--- config.mk ---
export PLATFORM = sky130hd
export DESIGN_NAME = tap_port
export DESIGN_NICKNAME = d
export VERILOG_FILES = /design/src/rtl/tap_pkg.sv /design/src/rtl/tap_fsm.sv /design/src/rtl/tap_ir.sv /design/src/rtl/tap_dr.sv /design/src/rtl/tap_port.sv
export SDC_FILE = /design/constraint.sdc
export NUM_CORES = 1
export LEC_CHECK = 0
export BUFFER_PORTS_ARGS = -buffer_cell sky130_fd_sc_hd__buf_2
export CORE_ASPECT_RATIO = 0.6
export CORE_MARGIN = 2
export CORE_UTILIZATION = 23
export CTS_BUF_LIST = sky130_fd_sc_hd__clkbuf_4
export DETAILED_ROUTE_END_ITERATION = 8
export SYNTH_ARGS = -nofsm -noshare
export SYNTH_HDL_FRONTEND = slang
export SYNTH_HIERARCHICAL = 1
export SYNTH_SLANG_ARGS = --single-unit
--- constraint.sdc ---
create_clock -name tck -period 1.9 [get_ports tck]
set_input_delay 0.095 -clock tck [delete_from_list [all_inputs] [get_ports tck]]
set_output_delay 0.095 -clock tck [all_outputs]
set_load 0.005 [all_outputs]
--- src/rtl/tap_pkg.sv ---
package tap_pkg;

    typedef enum logic [3:0] {
        ST_RESET,
        ST_IDLE,
        ST_SEL_DR,
        ST_CAP_DR,
        ST_SHF_DR,
        ST_EX1_DR,
        ST_PAU_DR,
        ST_EX2_DR,
        ST_UPD_DR,
        ST_SEL_IR,
        ST_CAP_IR,
        ST_SHF_IR,
        ST_EX1_IR,
        ST_PAU_IR,
        ST_EX2_IR,
        ST_UPD_IR
    } tap_state_e;

    // One-hot-ish strobes decoded from the controller state
    typedef struct packed {
        logic in_reset;
        logic cap_ir;
        logic shf_ir;
        logic upd_ir;
        logic cap_dr;
        logic shf_dr;
        logic upd_dr;
    } tap_ctl_t;

    function automatic tap_state_e tap_next(input tap_state_e s, input logic tms);
        tap_state_e n;
        case (s)
            ST_RESET:  n = tms ? ST_RESET  : ST_IDLE;
            ST_IDLE:   n = tms ? ST_SEL_DR : ST_IDLE;
            ST_SEL_DR: n = tms ? ST_SEL_IR : ST_CAP_DR;
            ST_CAP_DR: n = tms ? ST_EX1_DR : ST_SHF_DR;
            ST_SHF_DR: n = tms ? ST_EX1_DR : ST_SHF_DR;
            ST_EX1_DR: n = tms ? ST_UPD_DR : ST_PAU_DR;
            ST_PAU_DR: n = tms ? ST_EX2_DR : ST_PAU_DR;
            ST_EX2_DR: n = tms ? ST_UPD_DR : ST_SHF_DR;
            ST_UPD_DR: n = tms ? ST_SEL_DR : ST_IDLE;
            ST_SEL_IR: n = tms ? ST_RESET  : ST_CAP_IR;
            ST_CAP_IR: n = tms ? ST_EX1_IR : ST_SHF_IR;
            ST_SHF_IR: n = tms ? ST_EX1_IR : ST_SHF_IR;
            ST_EX1_IR: n = tms ? ST_UPD_IR : ST_PAU_IR;
            ST_PAU_IR: n = tms ? ST_EX2_IR : ST_PAU_IR;
            ST_EX2_IR: n = tms ? ST_UPD_IR : ST_SHF_IR;
            ST_UPD_IR: n = tms ? ST_SEL_DR : ST_IDLE;
            default:   n = ST_RESET;
        endcase
        return n;
    endfunction

    function automatic tap_ctl_t tap_decode(input tap_state_e s);
        tap_ctl_t c;
        c.in_reset = (s == ST_RESET);
        c.cap_ir   = (s == ST_CAP_IR);
        c.shf_ir   = (s == ST_SHF_IR);
        c.upd_ir   = (s == ST_UPD_IR);
        c.cap_dr   = (s == ST_CAP_DR);
        c.shf_dr   = (s == ST_SHF_DR);
        c.upd_dr   = (s == ST_UPD_DR);
        return c;
    endfunction

endpackage

--- src/rtl/tap_fsm.sv ---
module tap_fsm
    import tap_pkg::*;
(
    input  logic       tck,
    input  logic       rst,
    input  logic       tms,
    output tap_state_e state,
    output tap_ctl_t   ctl
);

    always_ff @(posedge tck) begin
        if (rst) state <= ST_RESET;
        else     state <= tap_next(state, tms);
    end

    assign ctl = tap_decode(state);

    // Run of consecutive high mode-select samples, used only by the check below
    logic [2:0] ones_run;
    always_ff @(posedge tck) begin
        if (rst)      ones_run <= '0;
        else if (tms) ones_run <= (ones_run == 3'd7) ? 3'd7 : ones_run + 3'd1;
        else          ones_run <= '0;
    end

    p_tms_reset_r1: assert property (@(posedge tck) disable iff (rst)
        (ones_run >= 3'd5) |-> (state == ST_RESET));

endmodule

--- src/rtl/tap_ir.sv ---
module tap_ir
    import tap_pkg::*;
#(
    parameter int              IR_W     = 3,
    parameter logic [IR_W-1:0] RST_CODE = 3'b110,
    parameter logic [IR_W-1:0] CAP_CODE = 3'b001
) (
    input  logic            tck,
    input  logic            rst,
    input  tap_ctl_t        ctl,
    input  logic            tdi,
    output logic [IR_W-1:0] ir_q,
    output logic            ir_lsb
);

    logic [IR_W-1:0] ir_sr;

    always_ff @(posedge tck) begin
        if (rst)             ir_sr <= CAP_CODE;
        else if (ctl.cap_ir) ir_sr <= CAP_CODE;
        else if (ctl.shf_ir) ir_sr <= {tdi, ir_sr[IR_W-1:1]};
    end

    always_ff @(posedge tck) begin
        if (rst)               ir_q <= RST_CODE;
        else if (ctl.in_reset) ir_q <= RST_CODE;
        else if (ctl.upd_ir)   ir_q <= ir_sr;
    end

    assign ir_lsb = ir_sr[0];

    logic unused_ctl;
    assign unused_ctl = ^{ctl.cap_dr, ctl.shf_dr, ctl.upd_dr};

    p_ir_cap_r2: assert property (@(posedge tck) disable iff (rst)
        ctl.cap_ir |=> (ir_sr == CAP_CODE));

    p_ir_hold_r3: assert property (@(posedge tck) disable iff (rst)
        !(ctl.in_reset || ctl.upd_ir) |=> $stable(ir_q));

    p_ir_force_r7: assert property (@(posedge tck) disable iff (rst)
        ctl.in_reset |=> (ir_q == RST_CODE));

endmodule

--- src/rtl/tap_dr.sv ---
module tap_dr
    import tap_pkg::*;
#(
    parameter int              IR_W     = 3,
    parameter int              DR_W     = 8,
    parameter logic [IR_W-1:0] USR_CODE = 3'b010
) (
    input  logic            tck,
    input  logic            rst,
    input  tap_ctl_t        ctl,
    input  logic            tdi,
    input  logic [IR_W-1:0] ir_q,
    input  logic [DR_W-1:0] cap_in,
    output logic [DR_W-1:0] upd_out,
    output logic            dr_lsb
);

    logic            sel_user;
    logic            byp_q;
    logic [DR_W-1:0] usr_sr;

    assign sel_user = (ir_q == USR_CODE);

    always_ff @(posedge tck) begin
        if (rst)                          byp_q <= 1'b0;
        else if (ctl.cap_dr && !sel_user) byp_q <= 1'b0;
        else if (ctl.shf_dr && !sel_user) byp_q <= tdi;
    end

    always_ff @(posedge tck) begin
        if (rst)                         usr_sr <= '0;
        else if (ctl.cap_dr && sel_user) usr_sr <= cap_in;
        else if (ctl.shf_dr && sel_user) usr_sr <= {tdi, usr_sr[DR_W-1:1]};
    end

    always_ff @(posedge tck) begin
        if (rst)                         upd_out <= '0;
        else if (ctl.upd_dr && sel_user) upd_out <= usr_sr;
    end

    assign dr_lsb = sel_user ? usr_sr[0] : byp_q;

    logic unused_ctl;
    assign unused_ctl = ^{ctl.in_reset, ctl.cap_ir, ctl.shf_ir, ctl.upd_ir};

    p_byp_cap_r4: assert property (@(posedge tck) disable iff (rst)
        (ctl.cap_dr && !sel_user) |=> (byp_q == 1'b0));

    p_usr_cap_r5: assert property (@(posedge tck) disable iff (rst)
        (ctl.cap_dr && sel_user) |=> (usr_sr == $past(cap_in)));

    p_upd_hold_r6: assert property (@(posedge tck) disable iff (rst)
        !(ctl.upd_dr && sel_user) |=> $stable(upd_out));

endmodule

--- src/rtl/tap_port.sv ---
module tap_port
    import tap_pkg::*;
#(
    parameter int              IR_W     = 3,
    parameter int              DR_W     = 8,
    parameter logic [IR_W-1:0] BYP_CODE = 3'b110,
    parameter logic [IR_W-1:0] USR_CODE = 3'b010,
    parameter logic [IR_W-1:0] CAP_CODE = 3'b001
) (
    input  logic            tck,
    input  logic            trst,
    input  logic            tms,
    input  logic            tdi,
    input  logic [DR_W-1:0] cap_in,
    output logic            tdo,
    output logic            tdo_en,
    output logic [DR_W-1:0] upd_out
);

    tap_state_e      state;
    tap_ctl_t        ctl;
    logic [IR_W-1:0] ir_q;
    logic            ir_lsb;
    logic            dr_lsb;

    tap_fsm u_fsm (
        .tck   (tck),
        .rst   (trst),
        .tms   (tms),
        .state (state),
        .ctl   (ctl)
    );

    tap_ir #(
        .IR_W     (IR_W),
        .RST_CODE (BYP_CODE),
        .CAP_CODE (CAP_CODE)
    ) u_ir (
        .tck    (tck),
        .rst    (trst),
        .ctl    (ctl),
        .tdi    (tdi),
        .ir_q   (ir_q),
        .ir_lsb (ir_lsb)
    );

    tap_dr #(
        .IR_W     (IR_W),
        .DR_W     (DR_W),
        .USR_CODE (USR_CODE)
    ) u_dr (
        .tck     (tck),
        .rst     (trst),
        .ctl     (ctl),
        .tdi     (tdi),
        .ir_q    (ir_q),
        .cap_in  (cap_in),
        .upd_out (upd_out),
        .dr_lsb  (dr_lsb)
    );

    // Serial output launched half a cycle after the state change
    always_ff @(negedge tck) begin
        if (trst) begin
            tdo    <= 1'b0;
            tdo_en <= 1'b0;
        end else begin
            tdo_en <= ctl.shf_ir | ctl.shf_dr;
            tdo    <= ctl.shf_ir ? ir_lsb : (ctl.shf_dr ? dr_lsb : 1'b0);
        end
    end

    p_tdo_en_r8: assert property (@(posedge tck) disable iff (trst)
        tdo_en == ((state == ST_SHF_IR) || (state == ST_SHF_DR)));

    p_tdo_quiet_r8: assert property (@(posedge tck) disable iff (trst)
        !tdo_en |-> !tdo);

endmodule

==> metrics.txt <==
half-perimeter wire length after placement=between 2000 and 2500 um; DIE AREA=6780 um^2; Design Power=between 0.001 and 0.0015 W; design area=1780 um^2; worst skew pair latency=about 0.36 ns; Synth area leaders=dfxtp_1 (41%), mux2i_1 (10%), nand2_1 (5.9%), a22o_2 (5.0%), nor2_1 (4.8%); Leakage=0.666 nW; crit-path max FO=2; Clock transition at path regs=approximately 0.09 ns; Pint=slightly below 0.0009 W; Req. time, crit path=about 1.2 ns; sw frac=roughly a quarter; Die W=105 um; 1st-iter DRT viols=between 60 and 70; first-pass GRT wire length=around 5100 um; crit start category=register; TNS Setup=-0.128 ns; Slew headroom=about three quarters; Synth top area share=between 40% and 50%; Synth cell types=37; Final ANT Viol Nets=0; final hold violations=0; sequential power share=53.2%; Net Sw Power=about 0.00029 W; ys flop type=dfxtp_1; DR WL/cell=~11 um; Port-buffer cells=21; area growth from synthesis to layout=26.2%; failing checks=negative setup slack; commonest non-fill, non-tap cells in the layout=dfxtp_1 (25), nand2_1 (22), buf_2 (21); fin nets=between 200 and 250; sequential area share after synthesis=between 40% and 50%; placeable core region=between 6000 and 7000 um^2; worst-path cell chain=nor3b_4 > mux2_4 > nand3b_1 > a21oi_2; clk_skew=between 0.05 and 0.06 ns; Filler cells=roughly 660; Post-synth EDFFs=0; ratio of cells with drive above 1 in the final layout=36.1%; commonest non-fill, non-tap cell in the layout=dfxtp_1; Clk pwr share=a little over a third; placed insts=268; Worst EP arrival=roughly 1.3 ns; critical path capture point type=register; Yosys reg bits=29; crit-path leading delay family=flip-flops; GRT Util Overall=9.47%; grt ovf=0; Multi-input gate area=between 700 and 800 um^2; pwr dens=between 600 and 700 nW/um^2; final cell count without fillers=278; DRT Wirelength=between 2000 and 3000 um; Worst Tran Pin Value=about 0.39 ns; IO Pins=22; Final GP Congestion=~0.77; Post-Syn Area per Cell=around 9 um^2; DP Area=between 1500 and 2000 um^2; CP max stage delay=0.34 ns; worst ir drop on vdd=approximately 0.23 mV; Starting Density=between 20% and 30%; status=finished with violations; Max Transition Viols Final=0; die height=approximately 65 um; setup ws final=-0.128 ns; yosys warns=6; post-synth net total=approximately 170; diode count=0; max-cap viol count=0; via count=roughly 1.2k; Gate power share=10.5%; class of the most critical hold timing path=in -> reg; final setup fails=1; Cells after Synth=between 150 and 200; Cell Area, Synth=around 1400 um^2; H-tree levels=2; FP Rows=22; Max stage delay cell, worst path=dfxtp_2; fin util=29.6%; CTS tree=yes; buffers and inverters on the worst path=0; number of buffers created by CTS=5; WS Path Type=reg -> reg; Clock Tree Buf Depth=2; Sink Count=29; vias in the first global route=approximately 1.1k; # DRC=0; ys async rst share=0%; largest net degree at the start of global routing=19; clock root cell=clkbuf_4; antenna violations before repair=0; TritonRoute pass-1 iters=4; RSZ-0062 raised after global routing=true; FF/Latch Area=588 um^2; DR vias/cell=4.25; largest area contributor in the netlist=dfxtp_1
[repair_timing]
| action | 4_1_cts | 5_1_grt |
|---|---|---|
| hold buffers | 0 | 0 |
| buffers inserted | 0 | 1 |
| gates resized for setup | 2 | 3 |
| endpoints found under the setup margin | 1 | 2 |
[layer usage]
metal / GRT usage (%) / wire length [um] / vias up
met5: 0 / 0 / -
met4: 2.50 / 0 / 0
li1: - / - / 623
met3: 2.92 / 104 / 0
met2: 12.8 / 1160 / 20
met1: 14.2 / 1700 / 538
[cell type report]
class                      count  area share, %
timing repair buffer          39           13.5
tap                           84           5.92
clock inverter                 5           1.90
multi-input combinational    113           42.8
sequential                    29           33.1
inverter                       3          0.634
clock buffer                   5           2.11
[Yosys cell counts (2+ instances only)]
| master | number |
|---|---|
| nor3_1 | 7 |
| nand3b_1 | 2 |
| nand2b_1 | 3 |
| o21ai_0 | 11 |
| nor2_1 | 18 |
| buf_2 | 5 |
| buf_4 | 3 |
| a22o_2 | 7 |
| dfxtp_1 | 29 |
| o211ai_1 | 3 |
| a21oi_1 | 3 |
| nand2_1 | 22 |
| nand3_1 | 2 |
| a31oi_1 | 2 |
| inv_1 | 4 |
| buf_6 | 2 |
| mux2i_1 | 14 |
[per-stage QoR]
step / setup WS [ns] / hold slack [ns]
global placement: -0.146 / 0.385
detailed placement: -0.180 / 0.402
CTS: -0.153 / 0.0667
floorplan: -0.214 / 0.155
global route: -0.185 / 0.0597
finish: -0.128 / 0.0669
[final timing paths]
check | end | slack (ns) | from | cells after the start
worst max-delay path | tdo | -0.13 | u_ir/ir_q[2] | 4
worst min-delay path | u_dr/upd_out[0] | 0.07 | trst | 2
worst max register to register | tdo | -0.13 | u_ir/ir_q[2] | 4
worst min register to register | u_dr/byp_q | 0.49 | u_dr/byp_q | 2
[state kept, by name, summed over array words and instances (netlist names)]
register and flops:
u_fsm/state 4, u_ir/ir_q 3, u_dr/byp_q 1, u_ir/ir_sr 3, tdo 1, tdo_en 1
u_dr/upd_out 8, u_dr/usr_sr 8
[power groups by stage]
stage / sequential [W] / clock [W] / combinational [W]
2_1_floorplan: 0.000635 / 0.00000989 / 0.0000809
3_3_place_gp: 0.000632 / 0.00000989 / 0.000121
3_5_place_dp: 0.000633 / 0.00000989 / 0.000120
4_1_cts: 0.000619 / 0.000438 / 0.000121
5_1_grt: 0.000621 / 0.000476 / 0.000137
6_report: 0.000620 / 0.000424 / 0.000122
[worst register-to-register path, delay by kind of cell (launching register included)]
kind,cells,cell delay [ns]
DFF,1,0.34
muxes,1,0.31
AOI/OAI and AO/OA,1,0.06
and+or+nand+nor,2,0.30
[cells by family (layout without fill, tap and decap cells)]
kind of cell,after synthesis,after routing,share of synthesized area [%]
AOI/OAI and AO/OA,33,33,18.1
xor gates and xnor gates,1,1,0.622
buffers and inverters,15,52,6.31
DFF,29,29,41.2
muxes,15,15,10.8
and+or+nand+nor,64,64,22.9
Power figures use the tool's default switching activity.
